--- config.mk ---
export PLATFORM = sky130hd
export DESIGN_NAME = gather_operand_decoder
export DESIGN_NICKNAME = d
export VERILOG_FILES = /design/src/rtl/gath_pkg.sv /design/src/rtl/gd_field_extract.sv /design/src/rtl/gd_disp_collect.sv /design/src/rtl/gather_operand_decoder.sv
export SDC_FILE = /design/constraint.sdc
export NUM_CORES = 1
export LEC_CHECK = 0
export BUFFER_PORTS_ARGS = -buffer_cell sky130_fd_sc_hd__buf_2
export CORE_ASPECT_RATIO = 0.5
export CORE_MARGIN = 1.5
export CORE_UTILIZATION = 55
export DETAILED_ROUTE_END_ITERATION = 7
export PLACE_DENSITY = 0.85
export SLEW_MARGIN = 5
export SYNTH_ARGS = -nofsm -noshare
export SYNTH_HDL_FRONTEND = slang
export SYNTH_HIERARCHICAL = 1
export SYNTH_SLANG_ARGS = --single-unit
--- constraint.sdc ---
create_clock -name clk -period 5.8 [get_ports clk]
set_input_delay 1.16 -clock clk [delete_from_list [all_inputs] [get_ports clk]]
set_output_delay 1.16 -clock clk [all_outputs]
set_load 0.01 [all_outputs]
--- src/rtl/gath_pkg.sv ---
package gath_pkg;

    localparam int REG_W   = 4;
    localparam int SEG_W   = 3;
    localparam int MODE_W  = 2;
    localparam int SCALE_W = 2;
    localparam int DISP_W  = 32;
    localparam int DISP_BYTES = DISP_W / 8;
    localparam int CNT_W   = $clog2(DISP_BYTES + 1);
    localparam int PARAM_W = 4 * REG_W + SCALE_W + 2 * MODE_W + SEG_W + 3;

    localparam logic [SEG_W-1:0] SEG_STACK = 3'd2;
    localparam logic [REG_W-1:0] GPR_STACKPTR = 4'd4;
    localparam logic [REG_W-1:0] GPR_FRAMEPTR = 4'd5;

    typedef enum logic [0:0] {ST_IDLE, ST_FETCH} gd_state_e;

    // Field order is behaviour: the execution unit decodes these positions.
    typedef struct packed {
        logic               val_qw;
        logic               idx_qw;
        logic               wide;
        logic [SEG_W-1:0]   seg;
        logic [MODE_W-1:0]  amode;
        logic [MODE_W-1:0]  osize;
        logic [SCALE_W-1:0] scale;
        logic [REG_W-1:0]   base;
        logic [REG_W-1:0]   mask;
        logic [REG_W-1:0]   index;
        logic [REG_W-1:0]   dst;
    } gd_params_t;

    // Memory form with a SIB byte is the only legal shape.
    function automatic logic enc_legal(input logic [7:0] mrm);
        return (mrm[7:6] != 2'b11) && (mrm[2:0] == 3'd4);
    endfunction

    function automatic logic [CNT_W-1:0] disp_len(input logic [1:0] md);
        case (md)
            2'b01:   return CNT_W'(1);
            2'b10:   return CNT_W'(DISP_BYTES);
            default: return '0;
        endcase
    endfunction

endpackage

--- src/rtl/gd_field_extract.sv ---
module gd_field_extract
    import gath_pkg::*;
(
    input  logic              opc_odd,
    input  logic [7:0]        modrm,
    input  logic [7:0]        sib,
    input  logic              rex_r,
    input  logic              rex_x,
    input  logic              rex_b,
    input  logic              vex_w,
    input  logic              vex_l,
    input  logic [REG_W-1:0]  vex_vvvv,
    input  logic              seg_override,
    input  logic [SEG_W-1:0]  seg_in,
    input  logic [MODE_W-1:0] op_size,
    input  logic [MODE_W-1:0] addr_mode,
    output gd_params_t        fields
);
    logic [REG_W-1:0] base_reg;
    logic             stack_base;

    assign base_reg   = {rex_b, sib[2:0]};
    assign stack_base = (base_reg == GPR_STACKPTR) || (base_reg == GPR_FRAMEPTR);

    always_comb begin
        fields.dst    = {rex_r, modrm[5:3]};
        fields.index  = {rex_x, sib[5:3]};
        fields.mask   = vex_vvvv;
        fields.base   = base_reg;
        fields.scale  = sib[7:6];
        fields.osize  = op_size;
        fields.amode  = addr_mode;
        fields.seg    = (stack_base && !seg_override) ? SEG_STACK : seg_in;
        fields.wide   = vex_l;
        fields.idx_qw = opc_odd;
        fields.val_qw = vex_w;
    end
endmodule

--- src/rtl/gd_disp_collect.sv ---
module gd_disp_collect
    import gath_pkg::*;
(
    input  logic              clk,
    input  logic              rst,
    input  logic              clear,
    input  logic              short_form,
    input  logic              take,
    input  logic [CNT_W-1:0]  lane,
    input  logic [7:0]        data,
    output logic [DISP_W-1:0] disp
);
    logic [DISP_W-1:0] raw;
    logic              short_q;

    always_ff @(posedge clk) begin
        if (rst || clear) short_q <= clear && short_form;
    end

    for (genvar g = 0; g < DISP_BYTES; g++) begin : g_lane
        always_ff @(posedge clk) begin
            if (rst || clear)
                raw[8*g +: 8] <= '0;
            else if (take && (lane == CNT_W'(g)))
                raw[8*g +: 8] <= data;
        end
    end

    assign disp = short_q ? {{(DISP_W-8){raw[7]}}, raw[7:0]} : raw;
endmodule

--- src/rtl/gather_operand_decoder.sv ---
module gather_operand_decoder
    import gath_pkg::*;
(
    input  logic                clk,
    input  logic                rst,
    input  logic                start,
    input  logic                opc_odd,
    input  logic [7:0]          modrm,
    input  logic [7:0]          sib,
    input  logic                rex_r,
    input  logic                rex_x,
    input  logic                rex_b,
    input  logic                vex_w,
    input  logic                vex_l,
    input  logic [REG_W-1:0]    vex_vvvv,
    input  logic                seg_override,
    input  logic [SEG_W-1:0]    seg_in,
    input  logic [MODE_W-1:0]   op_size,
    input  logic [MODE_W-1:0]   addr_mode,
    input  logic                byte_valid,
    input  logic [7:0]          byte_data,
    output logic                byte_ready,
    output logic                busy,
    output logic                done,
    output logic                undef,
    output logic [PARAM_W-1:0]  params,
    output logic [DISP_W-1:0]   disp
);
    gd_state_e        state;
    gd_params_t       fields, params_q;
    logic [CNT_W-1:0] need_q, cnt_q, need_now;
    logic             done_q, undef_q, accept, legal, take, last;

    gd_field_extract u_fields (
        .opc_odd(opc_odd), .modrm(modrm), .sib(sib),
        .rex_r(rex_r), .rex_x(rex_x), .rex_b(rex_b),
        .vex_w(vex_w), .vex_l(vex_l), .vex_vvvv(vex_vvvv),
        .seg_override(seg_override), .seg_in(seg_in),
        .op_size(op_size), .addr_mode(addr_mode), .fields(fields)
    );

    assign accept   = start && (state == ST_IDLE);
    assign legal    = enc_legal(modrm);
    assign need_now = disp_len(modrm[7:6]);
    assign take     = byte_ready && byte_valid;
    assign last     = (cnt_q + CNT_W'(1)) == need_q;

    gd_disp_collect u_disp (
        .clk(clk), .rst(rst),
        .clear(accept && legal),
        .short_form(need_now == CNT_W'(1)),
        .take(take), .lane(cnt_q), .data(byte_data),
        .disp(disp)
    );

    always_ff @(posedge clk) begin
        if (rst) begin
            state    <= ST_IDLE;
            done_q   <= 1'b0;
            undef_q  <= 1'b0;
            cnt_q    <= '0;
            need_q   <= '0;
            params_q <= '0;
        end else begin
            done_q  <= 1'b0;
            undef_q <= 1'b0;
            case (state)
                ST_IDLE: if (accept) begin
                    if (!legal) begin
                        undef_q <= 1'b1;
                    end else begin
                        params_q <= fields;
                        cnt_q    <= '0;
                        need_q   <= need_now;
                        if (need_now == '0) done_q <= 1'b1;
                        else                state  <= ST_FETCH;
                    end
                end
                ST_FETCH: if (take) begin
                    cnt_q <= cnt_q + CNT_W'(1);
                    if (last) begin
                        done_q <= 1'b1;
                        state  <= ST_IDLE;
                    end
                end
                default: state <= ST_IDLE;
            endcase
        end
    end

    assign byte_ready = (state == ST_FETCH);
    assign busy       = (state == ST_FETCH);
    assign done       = done_q;
    assign undef      = undef_q;
    assign params     = params_q;
endmodule

==> results by group <==
Outcome
  – Status: completed

Clock tree
  – Number of buffers added for setup after CTS: 0
  – Hold-fix buffer count after cts: 0
  – Clock root buffer: clkbuf_16
  – Clock tree from TritonCTS: built
  – Number of buffers added by the clock tree synthesis step: 9
  – Clock latency of the later-clocked register in the worst-skew pair: 0.32 ns
  – Number of levels in the clock H-tree: 3
  – Count of cells resized by post-cts repair: 0
  – Maximum root-to-sink buffer count: 2
  – Clock sinks: 69
  – Clock edge transition at the registers on the reported setup and hold paths: 0.05 ns

Timing
  – Total negative slack for setup checks: 0 ns
  – Max Fclk: 306.5 MHz
  – Final min period: 3.262 ns
  – Clock skew: 0.007793 ns
  – Final hold violation count: 0
  – Setup repair after global routing missed its margin: false
  – Final setup vio count: 0
  – Worst Hold Margin: 0.4726 ns
  – Slew HR: 18.54%
  – Max-slew violations: 0
  – Final worst-path cycle share: 56.25%
  – Worst slew pin tran: 1.222 ns

Routing
  – Routed wirelength normalized by instance count: 14.06 microns
  – Post-DRT Antenna Nets: 0
  – Aggregate routed wire length: 7623 microns
  – Routed via count divided by cell count: 5.245
  – Post-detailed-route DRC marker count: 0
  – Iteration count of the initial detailed-routing pass: 4
  – Number of vias in the routed layout: 2,843
  – Starting DRT DRC Count: 134

Floorplanning
  – Die area: 6856 sq um
  – IO Count: 110
  – Die Height: 59.31 microns
  – Number of cell rows: 20
  – Starting density of the core: 57.11%
  – X dimension of the die: 115.6 microns
  – Placeable Area: 6106 sq um

Power and ir drop
  – Pint: 874.3 uW
  – Switch share: 21.10%
  – Switching pwr: 233.8 uW
  – Maximum vdd ir drop: 0.1941 mV
  – Logic gate share of total power: 6.1%
  – Clock group share of total power: 50.2%
  – Sequential cell fraction of total power: 43.7%
  – Power density of the placed cells: 269.7 nW/um^2
  – Static leakage power: 0.001881 uW

Global route
  – Met3 Usage GRT: 7.771%
  – Antenna violations before repair: 0
  – Top Usage Layer GRT: met2
  – Pin count of the biggest net entering global routing: 78
  – Overall overflow remaining after global route: 0
  – Global-route wire length before repair: 12,030 microns
  – Total Routing Usage GR: 22.90%
  – Via count of the first global-routing pass: 2,525
  – Met1 Track Usage GR: 28.37%
  – Global-route track usage on met2: 38.63%

Synthesis
  – Leading cell types by count after synthesis: dfxtp_1 (68), or3b_2 (40), a21oi_1 (35), buf_4 (34), o21ai_0 (34)
  – Count of warnings emitted by yosys: 6
  – Number of storage elements in the synthesis netlist: 69
  – Number of synthesized flops with an enable pin: 1
  – Post-synth ARST share: 0%
  – Post-synth design cell area: 3487 sq um
  – Mean post-synth cell area: 8.873 sq um
  – Leading register cell type out of synthesis: dfxtp_1
  – Number of library cell types mapped by synthesis: 37
  – Area share of the largest cell type after synthesis: 39.04%
  – Most common cell in the synthesized netlist: dfxtp_1
  – Largest area contributor in the netlist: dfxtp_1
  – Number of standard cells after synthesis: 393
  – Synthesized net count: 443
  – Main area contributors after synthesis: dfxtp_1 (39%), or3b_2 (10%), mux2i_1 (9.2%)
  – Seq/Total Area, Yosys: 39.90%

Finish
  – Final design instance area without fill: 4108 sq um
  – Area added between synthesis and finish: 17.80%
  – Number of diodes: 0
  – Final core utilization: 67.27%
  – Net total in the final layout: 499
  – Share of post-route cells with drive strength above 1: 38.99%

Place
  – Count of input and output buffers: 109
  – Placed cell areas: 3795 sq um
  – DPL Wire Length: 4888 microns
  – Weighted congestion at the end of routability-driven global placement: 0.7604

Worst setup path
  – Largest stage delay on the critical path: 0.78 ns
  – Crit-path cells: nand2_1, o21ai_0, buf_2
  – Critical path arrival: 2.10 ns
  – Kind of cell with the highest combined delay on the critical path: flip-flops
  – Crit. End Element: output pin
  – Data required time at the worst endpoint: 4.64 ns
  – Worst path bufs/invs: 1
  – Classification of the worst setup path: flop to output pin
  – CP Launch Type: flop
  – Library cell contributing the largest single delay on the critical path: edfxtp_1
  – Critical path peak fanout: 25

Worst hold path
  – Worst min-delay path class: flop to flop

Run
  – Max-capacitance violation count: 0
-- power by group through the flow --
stage / Sequential [uW] / Clock, uW / Combinational, uW
6_report: 484 / 556 / 67.4
5_1_grt: 485 / 590 / 74.6
4_1_cts: 484 / 565 / 67.5
3_5_place_dp: 494 / 0 / 67.0
3_3_place_gp: 494 / 0 / 66.3
2_1_floorplan: 495 / 0 / 48.7
-- cell families (layout without fill, tap and decap cells) --
| family | Yosys count | count (layout) | synth area share (%) |
|---|---|---|---|
| flops | 69 | 69 | 39.90 |
| compound gates | 93 | 93 | 13.67 |
| simple gates | 97 | 97 | 20.60 |
| mux | 32 | 32 | 9.186 |
| fa+ha+maj | 4 | 4 | 1.435 |
| buf+inv | 96 | 157 | 14.28 |
| xor+xnor | 2 | 2 | 0.9329 |
-- cell usage in the layout (no fill, tap or decap), drive strengths merged, types with 2 or more instances in the layout --
| cell type | instances |
|---|---|
| nand3 | 33 |
| inv | 27 |
| or3b | 40 |
| nand4bb | 2 |
| or2 | 4 |
| a21oi | 35 |
| nor4b | 2 |
| o211ai | 3 |
| o21ai | 54 |
| ha | 4 |
| nor2b | 3 |
| mux2i | 32 |
| clkbuf | 13 |
| or4b | 2 |
| nand2 | 2 |
| dfxtp | 68 |
| buf | 114 |
-- worst reg2reg max path, stage by stage, from the launching register on --
cell and delay (ns):
dfxtp_1 0.45, nand2b_1 0.15, buf_4 0.33, nor2_1 0.08, buf_4 0.28, or3b_2 0.55
mux2i_1 0.16
-- metal layers --
layer,share of wire (%),vias up,wire [microns]
li1,-,1440,-
met5,0,-,0
met1,47,1335,3590
met3,4.6,6,350
met4,0.63,0,48
met2,48,62,3634
-- cell type report --
class / instances / area (sq um)
clock buffers: 13 / 270.3
repair buffers: 114 / 583.1
flip-flops and latches: 69 / 1391
fillers: 546 / 1998
well taps: 88 / 110.1
clock inverters: 3 / 42.54
multi-input cells: 228 / 1609
inverters: 27 / 101.3
-- final timing paths --
kind | slack (ns) | start | to | cells past startpoint
worst max-delay path | 2.54 | u_disp/short_q$_DFFE_PP_ | disp[17] | 3
worst min-delay path | 0.47 | params[6]$_SDFFE_PP0P_ | params[6]$_SDFFE_PP0P_ | 2
worst min register to register | 0.47 | params[6]$_SDFFE_PP0P_ | params[6]$_SDFFE_PP0P_ | 2
worst max register to register | 3.72 | busy$_SDFF_PP0_ | u_disp/raw[28]$_SDFFE_PP0P_ | 6
-- through the flow --
step           total power (uW)  instances  worst slack [ns]
2_1_floorplan             543.5        393             2.782
4_1_cts                    1117        542             2.568
3_5_place_dp              561.3        526             2.253
6_report                   1108        542             2.538
5_1_grt                    1149        542             2.374
3_3_place_gp              560.4        526             2.272
-- flip-flops by register name (all words and copies together), names as in the netlist --
register / cells
busy: 1
cnt_q: 3
done: 1
need_q: 2
params: 28
u_disp/raw: 32
u_disp/short_q: 1
undef: 1
Power figures use the tool's default switching activity.
